### src/rtl/hpm_pkg.sv
package hpm_pkg;
    localparam int ADDR_W = 4;
    localparam int DATA_W = 16;

    localparam logic [ADDR_W-1:0] A_MASK  = 4'd0;
    localparam logic [ADDR_W-1:0] A_MODE  = 4'd1;
    localparam logic [ADDR_W-1:0] A_WIDTH = 4'd2;
    localparam logic [ADDR_W-1:0] A_SEL   = 4'd3;
    localparam logic [ADDR_W-1:0] A_WIN   = 4'd4;
    localparam logic [ADDR_W-1:0] A_RATE  = 4'd5;
    localparam logic [ADDR_W-1:0] A_DLY0  = 4'd8;

    typedef enum logic [1:0] {
        GRP_PAIR = 2'd0,
        GRP_QUAD = 2'd1,
        GRP_OCT  = 2'd2,
        GRP_ALT  = 2'd3
    } grp_e;
endpackage

### src/rtl/hpm_cfg_bank.sv
module hpm_cfg_bank
    import hpm_pkg::*;
#(
    parameter int N_IN  = 16,
    parameter int DLY_W = 4,
    parameter int WID_W = 4,
    parameter int TIM_W = 16,
    parameter int CNT_W = 8,
    parameter int SEL_W = $clog2(N_IN)
) (
    input  logic                            clk,
    input  logic                            rst,
    input  logic                            we,
    input  logic [ADDR_W-1:0]               addr,
    input  logic [DATA_W-1:0]               wdata,
    output logic [DATA_W-1:0]               rdata,
    input  logic [CNT_W-1:0]                rate,
    output logic [N_IN-1:0]                 mask,
    output grp_e                            mode,
    output logic [WID_W-1:0]                width,
    output logic [SEL_W-1:0]                sel,
    output logic [TIM_W-1:0]                win,
    output logic [N_IN-1:0][DLY_W-1:0]      dly
);
    localparam int PER_WORD = DATA_W / DLY_W;

    typedef struct packed {
        logic [N_IN-1:0]            mask;
        grp_e                       mode;
        logic [WID_W-1:0]           width;
        logic [SEL_W-1:0]           sel;
        logic [TIM_W-1:0]           win;
        logic [N_IN-1:0][DLY_W-1:0] dly;
    } cfg_t;

    cfg_t cfg_d, cfg_q;

    always_comb begin
        cfg_d = cfg_q;
        if (we) begin
            if (addr == A_MASK)  cfg_d.mask  = wdata[N_IN-1:0];
            if (addr == A_MODE)  cfg_d.mode  = grp_e'(wdata[1:0]);
            if (addr == A_WIDTH) cfg_d.width = wdata[WID_W-1:0];
            if (addr == A_SEL)   cfg_d.sel   = wdata[SEL_W-1:0];
            if (addr == A_WIN)   cfg_d.win   = wdata[TIM_W-1:0];
            for (int c = 0; c < N_IN; c++) begin
                if (addr == A_DLY0 + ADDR_W'(c / PER_WORD))
                    cfg_d.dly[c] = wdata[(c % PER_WORD)*DLY_W +: DLY_W];
            end
        end
    end

    always_ff @(posedge clk) begin
        if (rst) cfg_q <= '0;
        else     cfg_q <= cfg_d;
    end

    always_comb begin
        rdata = '0;
        if (addr == A_MASK)  rdata[N_IN-1:0]  = cfg_q.mask;
        if (addr == A_MODE)  rdata[1:0]       = cfg_q.mode;
        if (addr == A_WIDTH) rdata[WID_W-1:0] = cfg_q.width;
        if (addr == A_SEL)   rdata[SEL_W-1:0] = cfg_q.sel;
        if (addr == A_WIN)   rdata[TIM_W-1:0] = cfg_q.win;
        if (addr == A_RATE)  rdata[CNT_W-1:0] = rate;
        for (int c = 0; c < N_IN; c++) begin
            if (addr == A_DLY0 + ADDR_W'(c / PER_WORD))
                rdata[(c % PER_WORD)*DLY_W +: DLY_W] = cfg_q.dly[c];
        end
    end

    assign mask  = cfg_q.mask;
    assign mode  = cfg_q.mode;
    assign width = cfg_q.width;
    assign sel   = cfg_q.sel;
    assign win   = cfg_q.win;
    assign dly   = cfg_q.dly;


    mask_load_chk: assert property (@(posedge clk) disable iff (rst)
        (!$past(rst) && $past(we) && $past(addr) == A_MASK) |-> mask == $past(wdata[N_IN-1:0]));
endmodule

### src/rtl/hpm_chan.sv
module hpm_chan #(
    parameter int DLY_W = 4,
    parameter int WID_W = 4
) (
    input  logic             clk,
    input  logic             rst,
    input  logic             hit,
    input  logic [DLY_W-1:0] dly,
    input  logic [WID_W-1:0] width,
    input  logic             mask,
    output logic             cond
);
    localparam int DEPTH = (1 << DLY_W) - 1;

    typedef struct packed {
        logic [DEPTH-1:0] sr;
        logic             prev;
        logic [WID_W:0]   cnt;
    } ch_t;

    ch_t ch_d, ch_q;
    logic [DEPTH:0] hist;
    logic tap, rise;

    always_comb begin
        hist = {ch_q.sr, hit};
        tap  = hist[dly];
        rise = tap & ~ch_q.prev;
        ch_d      = ch_q;
        ch_d.sr   = hist[DEPTH-1:0];
        ch_d.prev = tap;
        if (ch_q.cnt != '0)
            ch_d.cnt = ch_q.cnt - 1'b1;
        else if (rise)
            ch_d.cnt = {1'b0, width} + 1'b1;
    end

    always_ff @(posedge clk) begin
        if (rst) ch_q <= '0;
        else     ch_q <= ch_d;
    end

    assign cond = (ch_q.cnt != '0) & ~mask;


    dead_time_chk: assert property (@(posedge clk) disable iff (rst)
        (ch_q.cnt != '0 && rise) |=> ch_q.cnt == $past(ch_q.cnt) - 1'b1);
endmodule

### src/rtl/hpm_rate_scaler.sv
module hpm_rate_scaler #(
    parameter int N_IN  = 16,
    parameter int SEL_W = $clog2(N_IN),
    parameter int CNT_W = 8,
    parameter int TIM_W = 16
) (
    input  logic             clk,
    input  logic             rst,
    input  logic [N_IN-1:0]  hits,
    input  logic [SEL_W-1:0] sel,
    input  logic [TIM_W-1:0] win,
    output logic [CNT_W-1:0] rate
);
    localparam logic [CNT_W-1:0] MAXV = '1;

    typedef struct packed {
        logic             prev;
        logic [CNT_W-1:0] cnt;
        logic [TIM_W-1:0] tim;
        logic [CNT_W-1:0] lat;
    } sc_t;

    sc_t sc_d, sc_q;
    logic pick, expire;
    logic [CNT_W-1:0] inc;

    always_comb begin
        pick   = hits[sel];
        expire = sc_q.tim >= win;
        inc    = (sc_q.cnt == MAXV) ? MAXV : sc_q.cnt + CNT_W'(pick & ~sc_q.prev);
        sc_d      = sc_q;
        sc_d.prev = pick;
        if (expire) begin
            sc_d.tim = '0;
            sc_d.lat = inc;
            sc_d.cnt = '0;
        end else begin
            sc_d.tim = sc_q.tim + 1'b1;
            sc_d.cnt = inc;
        end
    end

    always_ff @(posedge clk) begin
        if (rst) sc_q <= '0;
        else     sc_q <= sc_d;
    end

    assign rate = sc_q.lat;


    window_restart_chk: assert property (@(posedge clk) disable iff (rst)
        expire |=> sc_q.tim == '0 && sc_q.cnt == '0);

    no_wrap_chk: assert property (@(posedge clk) disable iff (rst)
        (sc_q.cnt == MAXV && !expire) |=> sc_q.cnt == MAXV);
endmodule

### src/rtl/hit_pad_merger.sv
module hit_pad_merger
    import hpm_pkg::*;
#(
    parameter int N_IN  = 16,
    parameter int N_OUT = 8,
    parameter int DLY_W = 4,
    parameter int WID_W = 4,
    parameter int CNT_W = 8,
    parameter int TIM_W = 16
) (
    input  logic              clk,
    input  logic              rst,
    input  logic [N_IN-1:0]   hit_in,
    input  logic              cfg_we,
    input  logic [ADDR_W-1:0] cfg_addr,
    input  logic [DATA_W-1:0] cfg_wdata,
    output logic [DATA_W-1:0] cfg_rdata,
    output logic [N_OUT-1:0]  hit_out
);
    localparam int SEL_W = $clog2(N_IN);
    localparam int G2 = N_IN / N_OUT;
    localparam int G4 = 2 * G2;
    localparam int G8 = 4 * G2;

    logic [N_IN-1:0]            mask;
    grp_e                       mode;
    logic [WID_W-1:0]           width;
    logic [SEL_W-1:0]           sel;
    logic [TIM_W-1:0]           win;
    logic [N_IN-1:0][DLY_W-1:0] dly;
    logic [CNT_W-1:0]           rate;
    logic [N_IN-1:0]            cond;
    logic [N_OUT-1:0]           out_d, out_q;

    hpm_cfg_bank #(.N_IN(N_IN), .DLY_W(DLY_W), .WID_W(WID_W), .TIM_W(TIM_W),
                   .CNT_W(CNT_W), .SEL_W(SEL_W)) cfg_i (
        .clk(clk), .rst(rst), .we(cfg_we), .addr(cfg_addr), .wdata(cfg_wdata),
        .rdata(cfg_rdata), .rate(rate), .mask(mask), .mode(mode), .width(width),
        .sel(sel), .win(win), .dly(dly)
    );

    for (genvar c = 0; c < N_IN; c++) begin : g_chan
        hpm_chan #(.DLY_W(DLY_W), .WID_W(WID_W)) chan_i (
            .clk(clk), .rst(rst), .hit(hit_in[c]), .dly(dly[c]), .width(width),
            .mask(mask[c]), .cond(cond[c])
        );
    end

    hpm_rate_scaler #(.N_IN(N_IN), .SEL_W(SEL_W), .CNT_W(CNT_W), .TIM_W(TIM_W)) scaler_i (
        .clk(clk), .rst(rst), .hits(hit_in), .sel(sel), .win(win), .rate(rate)
    );

    always_comb begin
        out_d = '0;
        case (mode)
            GRP_QUAD: for (int k = 0; k < N_IN / G4; k++) out_d[k] = |cond[k*G4 +: G4];
            GRP_OCT:  for (int k = 0; k < N_IN / G8; k++) out_d[k] = |cond[k*G8 +: G8];
            default:  for (int k = 0; k < N_OUT; k++)     out_d[k] = |cond[k*G2 +: G2];
        endcase
    end

    always_ff @(posedge clk) begin
        if (rst) out_q <= '0;
        else     out_q <= out_d;
    end

    assign hit_out = out_q;


    quad_upper_low_chk: assert property (@(posedge clk) disable iff (rst)
        ($past(mode) == GRP_QUAD) |-> hit_out[N_OUT-1:N_IN/G4] == '0);

    oct_upper_low_chk: assert property (@(posedge clk) disable iff (rst)
        ($past(mode) == GRP_OCT) |-> hit_out[N_OUT-1:N_IN/G8] == '0);
endmodule

### config.mk
export PLATFORM = sky130hd
export DESIGN_NAME = hit_pad_merger
export DESIGN_NICKNAME = d
export VERILOG_FILES = /design/src/rtl/hpm_pkg.sv /design/src/rtl/hpm_cfg_bank.sv /design/src/rtl/hpm_chan.sv /design/src/rtl/hpm_rate_scaler.sv /design/src/rtl/hit_pad_merger.sv
export SDC_FILE = /design/constraint.sdc
export NUM_CORES = 1
export LEC_CHECK = 0
export BUFFER_PORTS_ARGS = -buffer_cell sky130_fd_sc_hd__buf_2
export CAP_MARGIN = 20
export CORE_AREA = 2 2 178 223
export DETAILED_ROUTE_END_ITERATION = 10
export DIE_AREA = 0 0 180 225
export PLACE_DENSITY = 0.72
export REMOVE_ABC_BUFFERS = 1
export SLEW_MARGIN = 20
export SYNTH_ARGS = -nofsm -noshare
export SYNTH_HDL_FRONTEND = slang
export SYNTH_SLANG_ARGS = --single-unit
### constraint.sdc
create_clock -name clk -period 6.4 [get_ports clk]
set_input_delay 0.96 -clock clk [delete_from_list [all_inputs] [get_ports clk]]
set_output_delay 0.96 -clock clk [all_outputs]
set_load 0.05 [all_outputs]
[After elaboration in Yosys (flattened, before gate mapping)]
Cells that the tools add are included.
Storage, ports and cells
  bits in read-only memories: 0
  memories kept: 0
  output and inout bits: 24
  bits in registers: 483
  logic and storage cells: 339
  bits in latches: 0
  RAM bits: 0
Cells by class
  multiply operators: 0
  reduce and logical (&&, ||, !) cells: 58
  mux-type cells: 91
  equality and inequality tests: 12
  bitwise operators: 66
  order comparisons: 18
  shifts and indexed selects: 0
  div/mod/pow operators: 0
  add/sub/neg operators: 19
Operators with widths (count)
  5-bit 2-to-1 mux: 32
  4-bit by 5-bit < comparator with 1-bit output, second input constant: 17
  5-bit nonzero test: 16
  5-bit by 1-bit subtractor with 5-bit output, second input constant: 16
  4-bit 2-to-1 mux: 18
  1-bit binary-select mux with 4-bit select: 17
  1-bit AND: 32
  16-bit 2-to-1 mux: 2
  1-bit inverter: 32
  2-bit nonzero test: 16
  2-bit AND reduction: 9
  2-bit OR reduction: 9
  1-bit 2-to-1 mux: 17
  16-bit by 1-bit adder with 16-bit output, second input constant: 1
  4-bit == test, second input constant: 4
  16-bit >= comparator: 1
  8-bit 2-to-1 mux: 2
  4-bit OR reduction: 4
  8-bit OR reduction: 2
  8-bit adder: 1
  1-bit by 8-bit AND with 8-bit output: 1
  4-bit by 2-bit == test with 1-bit output, second input constant: 2
  4-bit by 3-bit == test with 1-bit output, second input constant: 2
  8-bit == test, second input constant: 1
  other kinds (9): 10

[Longest topological paths before layout]
  depth after elaboration: 11
  mapped depth: 12
  depth with buffers taken out: 11

[Cells and area by module]
A second synthesis with hierarchy kept.
Unflattened totals
  cells, all modules: 2486
  area, all modules: 21984.8 um2
Modules (own cells, without submodules)
  hpm_chan: times used 16, cells each 100, area each 923.4 um2, seq. area each 420.4 um2
  hpm_cfg_bank: times used 1, cells each 627, area each 4822.1 um2, seq. area each 2122.0 um2
  hpm_rate_scaler: times used 1, cells each 218, area each 2028.2 um2, seq. area each 660.6 um2
  hit_pad_merger: times used 1, cells each 41, area each 360.3 um2, seq. area each 160.2 um2

[Worst setup path before layout]
OpenSTA, ideal clock, no wires.
  path type: in2out
  from: input port cfg_addr[0]
  to: output port cfg_rdata[11]
  data arrival time: 3039 ps
  path buffers: 3
  data required time: 5440 ps
  stages: 7
  path slack: 2401 ps
  cell sequence: buf_2 -> buf_2 -> clkbuf_1 -> a21oi_1 -> nor3_1 -> a21oi_1 -> o21ai_0
On the way
  cells in the longest elaborated chain, start to end: 7
  elaborated cells on any way between the ends: 12
RTL lines
  from (decl): RTL line hit_pad_merger.sv:15  | input logic [ADDR_W-1:0] cfg_addr,
  4-bit logical NOT: RTL line hpm_cfg_bank.sv:60  | if (addr == A_MASK) rdata[N_IN-1:0] = cfg_q.mask;
  16-bit 2-to-1 mux: RTL line hpm_cfg_bank.sv:60
  16-bit 2-to-1 mux: RTL line hpm_cfg_bank.sv:64  | if (addr == A_WIN) rdata[TIM_W-1:0] = cfg_q.win;
  4-bit 2-to-1 mux (3 in series): RTL line hpm_cfg_bank.sv:67  | if (addr == A_DLY0 + ADDR_W'(c / PER_WORD))
  4-bit 2-to-1 mux *: RTL line hpm_cfg_bank.sv:67
  to (decl): RTL line hit_pad_merger.sv:17  | output logic [DATA_W-1:0] cfg_rdata,
Every way passes the cells marked *; elsewhere a longest branch is shown, timed or not.

[Worst setup path in the final report]
  from: input port cfg_addr[1]
  to: output port cfg_rdata[1]
On the way
  cells in the longest elaborated chain, start to end: 11
  elaborated cells on any way between the ends: 20
RTL lines
  4-bit logical NOT: RTL line hpm_cfg_bank.sv:60
  16-bit 2-to-1 mux: RTL line hpm_cfg_bank.sv:60
  2-bit 2-to-1 mux: RTL line hpm_cfg_bank.sv:61  | if (addr == A_MODE) rdata[1:0] = cfg_q.mode;
  4-bit 2-to-1 mux: RTL line hpm_cfg_bank.sv:62  | if (addr == A_WIDTH) rdata[WID_W-1:0] = cfg_q.width;
  4-bit 2-to-1 mux: RTL line hpm_cfg_bank.sv:63  | if (addr == A_SEL) rdata[SEL_W-1:0] = cfg_q.sel;
  16-bit 2-to-1 mux: RTL line hpm_cfg_bank.sv:64
  8-bit 2-to-1 mux: RTL line hpm_cfg_bank.sv:65  | if (addr == A_RATE) rdata[CNT_W-1:0] = rate;
  4-bit 2-to-1 mux (3 in series): RTL line hpm_cfg_bank.sv:67
  4-bit 2-to-1 mux *: RTL line hpm_cfg_bank.sv:67
Marks and branches as above.

==> metrics <==
status=completed; final instance area=22900 um^2; CTS tree=built; CTS Buf Count=45; Ys Warns=0; sequential-to-total area share from yosys stat=46.4%; Final setup violation count=0; Area growth, synth to finish=10.1%; reg2reg path depth=8; first-pass GRT wire length=80000 um; Final Util=approximately three fifths; FMAX=220 MHz; Worst Setup EP=cfg_rdata[1]; Die Ht=~230 um; root buf cell=clkbuf_16; initial antenna violation count=2; First-pass DRT Iterations=5; Post-synth EDFFs=0; DP Wirelength=34500 um; DR WL met2=24200 um; top layer in use=met4; Worst Setup SP=cfg_addr[1]; commonest register cell after synthesis=dfxtp_1; relative slew slack=20.9%; leakage=8.40 nW; CP endpoint kind=primary output; MaxCap Viol Count=0; GPL Wtd Cong=0.921; vias in the first global route=15200; unrepaired setup endpoints after global routing=no; logic gate share of total power=24.5%; vias=about 15000; count leader, synth=dfxtp_1; Seq pwr share=42.1%; gr usage total=24.6%; layout cells sized above 1=13.0%; Yosys top cell area share=a little under half; Reg2Reg Launch Point=cfg_i.sel[0]$_SDFFE_PP0P_; Layout Nets=2266; CTS sink cnt=483; die width=180 um; Post-synth top cells=dfxtp_1 (483), nand2_1 (274), nor2b_1 (266); Post-Syn Area=between 20000 and 25000 um^2; post-cts resize count=0; DRT met1 WL=20700 um; final setup TNS=0 ns; peak supply drop=about 280 uV; CP arrival=3.58 ns; async set-reset flop share out of synthesis=0%; R2R setup slack=3.36 ns; GRT overflow=0; DRC Markers=0; Post-CTS Setup Repair Bufs=0; Switch Pwr=0.00256 W; Hold Path Class=flop to flop; via/cell ratio=around 5.7; Switching Share=30.5%; pin count of the biggest net entering global routing=252; core area=38100 um^2; Iter 0 DRT Violations=~1300; FF-to-FF End=scaler_i.rate[2]$_SDFFE_PP0P_; n_diodes=0; Rows=80; PwrDens=366 nW/um^2; Routed WL=50200 um; number of port buffers=62; Synth area leader=dfxtp_1; slew of the pin with the lowest slew margin=1.19 ns; Seq cells post-synth=483; drt wl/cell=18.6 um; # hold bufs at CTS=0; Synth cell types=slightly below 60; Longest Clk Path Bufs=3; Power Internal=a little under 0.006 W; startpoint types=primary input; CP Max Fanout=38; die area=40500 um^2; Final period util=a little under three quarters; Final Slew Violations=0; type of the worst setup path=primary input to primary output; post-route ant nets=0; Clk pwr share=between 30% and 40%; initial core utilization=54.6%; met3 wire length=3180 um; htree depth=2; synth top area cells=dfxtp_1 (46%), nor2b_1 (8.0%), mux4_2 (6.9%); final hold viol count=0; Clock Skew=about 0.017 ns; Final Critical Period=4.54 ns; IO Pins=63; CP Data Required Time=5.44 ns; Avg Inst Size Synth=9.54 um^2; clock transition at the registers of the reported paths=0.06 ns; placed standard-cell area=21400 um^2; Gate Count Post-Synth=between 2000 and 2500; clk_lat worst skew=about 0.57 ns
-- state kept, by name, indices dropped and copies added (netlist names) --
name / cells
cfg_i.win: 16
g_chan.chan_i.ch_d: 224
scaler_i.sc_q: 25
cfg_i.mode: 2
cfg_i.mask: 16
g_chan.chan_i.ch_q: 112
cfg_i.sel: 4
hit_out: 8
cfg_i.width: 4
cfg_i.dly: 64
scaler_i.rate: 8
-- layout by cell type (no fill, tap or decap), types with 7 or more instances in the layout --
master,netlist,layout
nor3_1,33,33
and3_1,12,12
nor4b_2,5,11
a311oi_1,16,16
xor2_1,18,18
buf_2,24,61
and2_1,7,7
nor2b_1,266,266
mux4_2,64,64
nand3_1,37,37
nand3b_1,7,7
nand2b_1,19,19
o22a_1,11,11
ha_1,54,54
xnor2_1,32,32
clkbuf_8,0,8
mux4_1,9,9
clkbuf_1,101,8
a21oi_1,154,154
nor2_1,178,178
a221oi_1,8,8
a31oi_1,50,50
dfxtp_1,483,483
o22ai_1,9,9
a211oi_1,30,30
or2_2,15,15
clkbuf_16,0,45
clkinv_2,0,9
o21ai_0,47,47
nand2_1,274,274
inv_1,65,65
mux2_2,20,20
buf_4,2,11
mux2i_1,51,51
-- how the worst min path moves through the flow --
stage                                          startpoint                                     to  slack [ns]  cells past startpoint
finish              g_chan[10].chan_i.ch_d[20]$_SDFF_PP0_  g_chan[10].chan_i.ch_q[20]$_SDFF_PP0_        0.46                      1
detailed placement   g_chan[12].chan_i.ch_d[9]$_SDFF_PP0_  g_chan[12].chan_i.ch_d[10]$_SDFF_PP0_        0.45                      1
CTS                 g_chan[10].chan_i.ch_d[20]$_SDFF_PP0_  g_chan[10].chan_i.ch_q[20]$_SDFF_PP0_        0.46                      1
global route        g_chan[10].chan_i.ch_d[20]$_SDFF_PP0_  g_chan[10].chan_i.ch_q[20]$_SDFF_PP0_        0.47                      1
global placement      g_chan[6].chan_i.ch_d[9]$_SDFF_PP0_   g_chan[6].chan_i.ch_d[10]$_SDFF_PP0_        0.44                      1
floorplan            g_chan[11].chan_i.ch_d[9]$_SDFF_PP0_  g_chan[11].chan_i.ch_d[10]$_SDFF_PP0_        0.43                      1
-- power groups by stage --
stage / logic [W] / clock network (W) / registers, W
after global placement: 0.00195 / 0 / 0.00358
after CTS: 0.00205 / 0.00285 / 0.00353
after detailed placement: 0.00202 / 0 / 0.00359
after global routing: 0.00231 / 0.00297 / 0.00357
after floorplan: 0.00148 / 0 / 0.00358
final: 0.00205 / 0.00281 / 0.00353
-- metal layers --
| metal | vias to the layer above | track usage [%] |
|---|---|---|
| li1 | 7475 | - |
| met3 | 98 | 3.67 |
| met2 | 465 | 42.1 |
| met5 | - | 0 |
| met4 | 0 | 10.6 |
| met1 | 7438 | 30.9 |
-- metrics by stage --
| step | instances | worst slack (ns) | power [W] | hold slack [ns] |
|---|---|---|---|---|
| after floorplan | 2051 | 2.44 | 0.00506 | 0.429 |
| after global placement | 2618 | 2.06 | 0.00553 | 0.438 |
| after detailed placement | 2618 | 2.02 | 0.00562 | 0.448 |
| after CTS | 2701 | 1.94 | 0.00843 | 0.459 |
| after global routing | 2701 | 1.83 | 0.00885 | 0.465 |
| final | 2701 | 1.86 | 0.00840 | 0.456 |
-- logic make-up (layout without fill, tap and decap cells) --
family,Yosys count,in the layout,synth area share (%)
buffers and inverters,198,223,3.86
AND/OR/NAND/NOR,893,893,21.7
flip-flops,483,483,46.4
AO/OA/AOI/OAI,359,359,10.9
XOR/XNOR,50,50,2.10
adder cells (fa/ha/maj),54,54,3.24
multiplexers,147,147,11.8
-- layout make-up --
type                       instances  area [um^2]
timing repair buffer              75          434
fill                            3144        15200
sequential                       483         9670
clock buffer                      61         1270
tap                              492          616
multi-input combinational       1503        10400
inverter                          65          244
clock inverter                    22          298
-- critical path, cell delays in order --
cell	delay, ns
buf_2	0.35
or2_2	0.46
nor2_1	0.48
a311oi_1	0.22
a211oi_1	0.26
nor3_1	0.09
a21oi_1	0.38
buf_2	0.35
Note: power is estimated with default switching activity, not from simulation.
